**config.mk**
```make
export PLATFORM = sky130hd
export DESIGN_NAME = vernier_meas
export DESIGN_NICKNAME = d
export VERILOG_FILES = /design/src/rtl/vdm_pkg.sv /design/src/rtl/vdm_cap_filt.sv /design/src/rtl/vdm_beat_cnt.sv /design/src/rtl/vdm_seq.sv /design/src/rtl/vernier_meas.sv
export SDC_FILE = /design/constraint.sdc
export NUM_CORES = 1
export LEC_CHECK = 0
export BUFFER_PORTS_ARGS = -buffer_cell sky130_fd_sc_hd__buf_4
export CORE_MARGIN = 2
export CORE_UTILIZATION = 65
export DETAILED_ROUTE_END_ITERATION = 10
export GPL_TIMING_DRIVEN = 0
export PLACE_DENSITY_LB_ADDON = 0.12
export SYNTH_ARGS = -nofsm -noshare
export SYNTH_HDL_FRONTEND = slang
export SYNTH_SLANG_ARGS = --single-unit
```
**constraint.sdc**
```tcl
create_clock -name clk -period 9.2 [get_ports clk]
set_input_delay 1.84 -clock clk [delete_from_list [all_inputs] [get_ports clk]]
set_output_delay 1.84 -clock clk [all_outputs]
set_load 0.005 [all_outputs]
```
**src/rtl/vdm_pkg.sv**
```systemverilog
package vdm_pkg;
  typedef enum logic [2:0] {
    ST_IDLE,
    ST_SELECT,
    ST_WAIT,
    ST_COUNT,
    ST_STORE,
    ST_DONE
  } vdm_state_e;
endpackage

```
**src/rtl/vdm_cap_filt.sv**
```systemverilog
module vdm_cap_filt #(
  parameter int STAGES = 2
) (
  input  logic clk,
  input  logic rst,
  input  logic cap_in,
  output logic lvl
);
  logic [STAGES:0] chain;

  always_ff @(posedge clk) begin
    if (rst) begin
      chain <= '0;
      lvl   <= 1'b0;
    end else begin
      chain <= {chain[STAGES-1:0], cap_in};
      if (chain[STAGES] == chain[STAGES-1])
        lvl <= chain[STAGES];
    end
  end


  lvl_stable_chk: assert property (@(posedge clk) disable iff (rst)
    (lvl != $past(lvl)) |-> ($past(chain[STAGES-1]) == lvl && $past(chain[STAGES-1], 2) == lvl));
endmodule

```
**src/rtl/vdm_beat_cnt.sv**
```systemverilog
module vdm_beat_cnt #(
  parameter int W = 16
) (
  input  logic         clk,
  input  logic         rst,
  input  logic         clr,
  input  logic         inc,
  input  logic [W-1:0] limit,
  output logic [W-1:0] cnt,
  output logic         at_lim
);
  always_ff @(posedge clk) begin
    if (rst || clr)
      cnt <= '0;
    else if (inc)
      cnt <= cnt + W'(1);
  end

  assign at_lim = (cnt == limit);


  no_wrap_chk: assert property (@(posedge clk) disable iff (rst)
    (inc && !clr) |=> (cnt != '0));
endmodule

```
**src/rtl/vdm_seq.sv**
```systemverilog
module vdm_seq
  import vdm_pkg::*;
#(
  parameter int CNT_W = 16,
  parameter int MAX_K = 3,
  localparam int K_W   = $clog2(MAX_K + 1),
  localparam int REP_W = MAX_K + 1,
  localparam int ACC_W = CNT_W + MAX_K
) (
  input  logic                    clk,
  input  logic                    rst,
  input  logic                    start,
  input  logic [K_W-1:0]          avg_k,
  input  logic [CNT_W-1:0]        timeout,
  input  logic                    sync_in,
  input  logic                    cap_lvl,
  input  logic [CNT_W-1:0]        cnt,
  input  logic                    at_lim,
  output logic                    cnt_clr,
  output logic                    cnt_inc,
  output logic [CNT_W-1:0]        tmo_q,
  output logic                    path_sel,
  output logic [CNT_W-1:0]        res_a,
  output logic [CNT_W-1:0]        res_b,
  output logic signed [CNT_W:0]   diff,
  output logic                    ovf,
  output logic                    done
);
  vdm_state_e       state;
  logic [K_W-1:0]   k_q;
  logic [K_W-1:0]   k_eff;
  logic [REP_W-1:0] rep;
  logic [REP_W-1:0] rep_last;
  logic [ACC_W-1:0] acc_a, acc_b;
  logic [ACC_W-1:0] sh_a, sh_b;
  logic [CNT_W-1:0] avg_a, avg_b;
  logic             ref_lvl, ovf_run, sync_q;
  logic             rise, changed;

  assign rise     = sync_in & ~sync_q;
  assign changed  = (cap_lvl != ref_lvl);
  assign rep_last = (REP_W'(1) << k_q) - REP_W'(1);
  assign k_eff    = (int'(avg_k) > MAX_K) ? K_W'(MAX_K) : avg_k;
  assign cnt_clr  = (state == ST_WAIT) && rise;
  assign cnt_inc  = (state == ST_COUNT) && !changed && !at_lim;

  always_comb begin
    sh_a  = acc_a >> k_q;
    sh_b  = acc_b >> k_q;
    avg_a = sh_a[CNT_W-1:0];
    avg_b = sh_b[CNT_W-1:0];
  end

  always_ff @(posedge clk) begin
    if (rst) begin
      state    <= ST_IDLE;
      k_q      <= '0;
      tmo_q    <= '0;
      rep      <= '0;
      acc_a    <= '0;
      acc_b    <= '0;
      ref_lvl  <= 1'b0;
      ovf_run  <= 1'b0;
      sync_q   <= 1'b0;
      path_sel <= 1'b0;
      res_a    <= '0;
      res_b    <= '0;
      diff     <= '0;
      ovf      <= 1'b0;
      done     <= 1'b0;
    end else begin
      sync_q <= sync_in;
      done   <= 1'b0;
      case (state)
        ST_IDLE: begin
          if (start) begin
            k_q      <= k_eff;
            tmo_q    <= timeout;
            rep      <= '0;
            acc_a    <= '0;
            acc_b    <= '0;
            ovf_run  <= 1'b0;
            path_sel <= 1'b0;
            state    <= ST_SELECT;
          end
        end
        ST_SELECT: state <= ST_WAIT;
        ST_WAIT: begin
          if (rise) begin
            ref_lvl <= cap_lvl;
            state   <= ST_COUNT;
          end
        end
        ST_COUNT: begin
          if (changed) begin
            state <= ST_STORE;
          end else if (at_lim) begin
            ovf_run <= 1'b1;
            state   <= ST_STORE;
          end
        end
        ST_STORE: begin
          if (path_sel) acc_b <= acc_b + ACC_W'(cnt);
          else          acc_a <= acc_a + ACC_W'(cnt);
          if (rep == rep_last) begin
            rep <= '0;
            if (path_sel) begin
              state <= ST_DONE;
            end else begin
              path_sel <= 1'b1;
              state    <= ST_SELECT;
            end
          end else begin
            rep   <= rep + REP_W'(1);
            state <= ST_SELECT;
          end
        end
        ST_DONE: begin
          res_a <= avg_a;
          res_b <= avg_b;
          diff  <= {1'b0, avg_a} - {1'b0, avg_b};
          ovf   <= ovf_run;
          done  <= 1'b1;
          state <= ST_IDLE;
        end
        default: state <= ST_IDLE;
      endcase
    end
  end


  cnt_limit_chk: assert property (@(posedge clk) disable iff (rst)
    (state == ST_COUNT) |-> (cnt <= tmo_q));

  path_hold_chk: assert property (@(posedge clk) disable iff (rst)
    (state == ST_COUNT) |-> $stable(path_sel));

  done_pulse_chk: assert property (@(posedge clk) disable iff (rst)
    done |=> !done);

  diff_match_chk: assert property (@(posedge clk) disable iff (rst)
    done |-> (diff == ({1'b0, res_a} - {1'b0, res_b})));

  busy_start_chk: assert property (@(posedge clk) disable iff (rst)
    (state == ST_WAIT && start && !rise) |=> (state == ST_WAIT));
endmodule

```
**src/rtl/vernier_meas.sv**
```systemverilog
module vernier_meas #(
  parameter int CNT_W       = 16,
  parameter int MAX_K       = 3,
  parameter int SYNC_STAGES = 2,
  localparam int K_W        = $clog2(MAX_K + 1)
) (
  input  logic                  clk,
  input  logic                  rst,
  input  logic                  start,
  input  logic [K_W-1:0]        avg_k,
  input  logic [CNT_W-1:0]      timeout,
  input  logic                  sync_in,
  input  logic                  cap_in,
  output logic                  path_sel,
  output logic [CNT_W-1:0]      res_a,
  output logic [CNT_W-1:0]      res_b,
  output logic signed [CNT_W:0] diff,
  output logic                  ovf,
  output logic                  done
);
  logic             cap_lvl;
  logic             cnt_clr, cnt_inc, at_lim;
  logic [CNT_W-1:0] cnt, tmo_q;

  vdm_cap_filt #(.STAGES(SYNC_STAGES)) u_filt (
    .clk(clk), .rst(rst), .cap_in(cap_in), .lvl(cap_lvl)
  );

  vdm_beat_cnt #(.W(CNT_W)) u_cnt (
    .clk(clk), .rst(rst), .clr(cnt_clr), .inc(cnt_inc),
    .limit(tmo_q), .cnt(cnt), .at_lim(at_lim)
  );

  vdm_seq #(.CNT_W(CNT_W), .MAX_K(MAX_K)) u_seq (
    .clk(clk), .rst(rst), .start(start), .avg_k(avg_k), .timeout(timeout),
    .sync_in(sync_in), .cap_lvl(cap_lvl), .cnt(cnt), .at_lim(at_lim),
    .cnt_clr(cnt_clr), .cnt_inc(cnt_inc), .tmo_q(tmo_q),
    .path_sel(path_sel), .res_a(res_a), .res_b(res_b), .diff(diff),
    .ovf(ovf), .done(done)
  );
endmodule

```
==> results.json <==
{
  "status": "complete, no violations",
  "cts_buffers": 17,
  "min_from": "u_seq.diff[10]",
  "synthArstFlopShare": 0,
  "drt-pass1-iter-count": 8,
  "fp.dieArea_um2": 13800,
  "swShare": 0.260,
  "hold_slack_ns": 0.451,
  "synth.yosys.seq_area_share": 0.330,
  "dp_cells": 1277,
  "intPower_w": 0.00114,
  "synth_cell_types": 67,
  "relSlewSlack": 0.388,
  "drc": 0,
  "cts_setup_buffers": 0,
  "synth_edf_count": 0,
  "syn_inst": 1032,
  "clkPwrFrac": 0.478,
  "clock_latency_ns": 0.44,
  "overflow": 0,
  "cts_tree": "built",
  "final_layout_size_suffix_gt1_frac": 0.133,
  "netSwitchingPower_w": 0.000401,
  "wl_mm": 25.5,
  "timing.setup.tns_ns": 0,
  "drv_slew": 0,
  "chipHeight_um": 118,
  "period_minus_slack_ns": 4.24,
  "rows": 41,
  "grt_pass1_vias": 7937,
  "layout.nets": 1200,
  "dr.first_iter.drc_count": 864,
  "vdd_ir_drop_max_mv": 0.120,
  "clk_pin_slew_ns": 0.06,
  "power_density_nw_per_um2": 158,
  "synth_ff_type": "dfxtp_1",
  "yosysTopAreaCell": "dfxtp_1",
  "rrSetupSlack_ns": 4.96,
  "worst_ep_required_time_ns": 9.54,
  "synth_top_area_frac": 0.330,
  "grt_start_max_net_pins": 17,
  "syn_nets": 1108,
  "maxCapViolations": 0,
  "via_count": 8301,
  "total_power_w": 0.00154,
  "postCtsHoldBufs": 0,
  "yosys_register_bits": 138,
  "dieWidth_um": 118,
  "instances_no_fill": 1309,
  "start_util": 0.664,
  "p_leak_nw": 3.92,
  "r2r_start": "u_seq.k_q[1]",
  "pre_cts_ws_ns": 5.19,
  "synth_area_per_cell_um2": 8.12,
  "min_path_type": "flop to flop",
  "tightest_slew_ns": 0.915,
  "htreeDepth": 4,
  "synthTopCellsByArea": "dfxtp_1, ha_1, a21oi_1",
  "cp-start-kind": "flop",
  "cts_root_buf": "clkbuf_16",
  "setup_violations": 0,
  "wl_per_cell_um": 19.5,
  "worstPathArrival_ns": 4.58,
  "rsz0062_at_grt": "false",
  "worst_slack_ns": 4.96,
  "fin_worst_skew_ns": 0.0105,
  "syn_area_um2": 8380,
  "gp_congestion": 0.974,
  "cts.sinks": 138,
  "cts_resized": 0,
  "cp_max_fo": 10,
  "path_class": "flop to flop",
  "grtUsageTotal": 0.377,
  "share_comb_of_total_power": 0.120,
  "io_buffers": 73,
  "fp.coreArea_um2": 12600,
  "ant_nets": 0,
  "max_freq_mhz": 236,
  "hpwl_mm": 18.6,
  "fin_crit_sh": 0.461,
  "grt_pass1_wl_mm": 41.3,
  "pin_count": 75,
  "seqPwrFrac": 0.401,
  "hold_violations": 0,
  "area_delta_synth_final_pct": 16.6,
  "yosysWarningCount": 0,
  "via_per_inst": 6.34,
  "antenna_found_initial": 0,
  "diodes": 0,
  "end_kind": "flop",
  "cts_max_path_buffers": 2,
  "critPathLaunch": "u_seq.k_q[1]"
}
==> layout by cell type, fill, tap and decap left out, types with 14 or more instances in the layout <==
cell type,count
nand2_1,153
dfxtp_1,138
a21oi_1,122
nor2_1,101
buf_4,73
ha_1,50
o21ai_0,46
clkbuf_1,40
xnor2_1,38
mux2i_1,25
nand3_1,24
nor3_1,23
clkbuf_16,17
inv_1,16
and3_1,15
a211oi_1,14
o21a_1,14
==> registers in the layout (all words and copies together) (netlist names) <==
name            cells
u_filt.lvl          1
u_seq.rep           4
u_seq.diff         17
u_seq.ref_lvl       1
u_seq.done          1
u_seq.res_b        16
u_seq.acc_a        19
u_seq.state         3
u_filt.chain        3
u_seq.tmo_q        16
u_seq.ovf           1
u_seq.acc_b        19
u_seq.res_a        16
u_seq.sync_q        1
u_seq.path_sel      1
u_seq.k_q           2
u_seq.ovf_run       1
u_cnt.cnt          16
==> power by group through the flow <==
stage	clock, W	combinational, W	sequential [W]
global placement	0	0.000175	0.000631
detailed placement	0	0.000179	0.000632
finish	0.000737	0.000185	0.000619
global route	0.000763	0.000201	0.000620
CTS	0.000735	0.000181	0.000619
floorplan	0	0.000126	0.000629
==> final timing paths <==
check              endpoint  cells after the start
max reg2reg  u_seq.diff[16]                     14
min          u_seq.diff[10]                      2
min reg2reg  u_seq.diff[10]                      2
max          u_seq.diff[16]                     14
==> Yosys cell counts, drive strengths merged, types with 5 or more instances <==
cell type and n:
xnor2 38, xor2 12, dfxtp 138, nor3b 5, nand2b 8, and3 15, a22oi 10, or3 12
nand4 8, and2 10, a31o 6, mux4 13, nor2 101, nand3 24, nand3b 5, nor3 23
nor2b 10, o21ai 48, nand2 153, a31oi 8, nor4 11, a21o 12, mux2 13, inv 16
o21a 14, a21oi 122, ha 50, a211oi 14, buf 9, mux2i 25, clkbuf 38, or2 5
==> per-layer routing <==
layer	vias up	part of all wire	GRT usage
li1	3915	-	-
met1	3881	0.41	0.484
met2	409	0.45	0.594
met3	96	0.091	0.0911
met4	0	0.046	0.187
met5	-	0	0
==> area by class of cell <==
type,instances,area [um^2]
clock inverters,11,169
multi-input cells,831,5370
clock buffers,21,460
well taps,172,215
flip-flops and latches,138,2760
plain buffers,47,189
fillers,941,2850
repair buffers,73,548
inverters,16,60.1
==> logic make-up after synthesis <==
logic type | after synthesis | synth area share
fa+ha+maj | 53 | 0.0819
mux | 51 | 0.0823
flops | 138 | 0.330
compound gates | 274 | 0.201
xor+xnor | 50 | 0.0523
simple gates | 403 | 0.223
buf+inv | 63 | 0.0297
==> metrics by stage <==
| step | instance area [um^2] | util |
|---|---|---|
| floorplan | 8380 | - |
| global placement | 9140 | 0.724 |
| finish | 9770 | 0.774 |
| detailed placement | 9140 | 0.724 |
| CTS | 9770 | 0.774 |
| global route | 9770 | 0.774 |
==> worst max-delay path, cell delays in order (launching register included) <==
cell and delay (ns):
dfxtp_1 0.32, clkbuf_1 0.39, clkbuf_1 0.47, clkbuf_1 0.56
nand2_1 0.10, o21ai_0 0.29, ha_1 0.28, inv_1 0.06
fa_1 0.42, a21oi_1 0.19, nand4b_1 0.18, a21oi_1 0.14
o21ai_0 0.37, a31oi_1 0.14, a211oi_1 0.22
(Power assumes the default switching activity.)
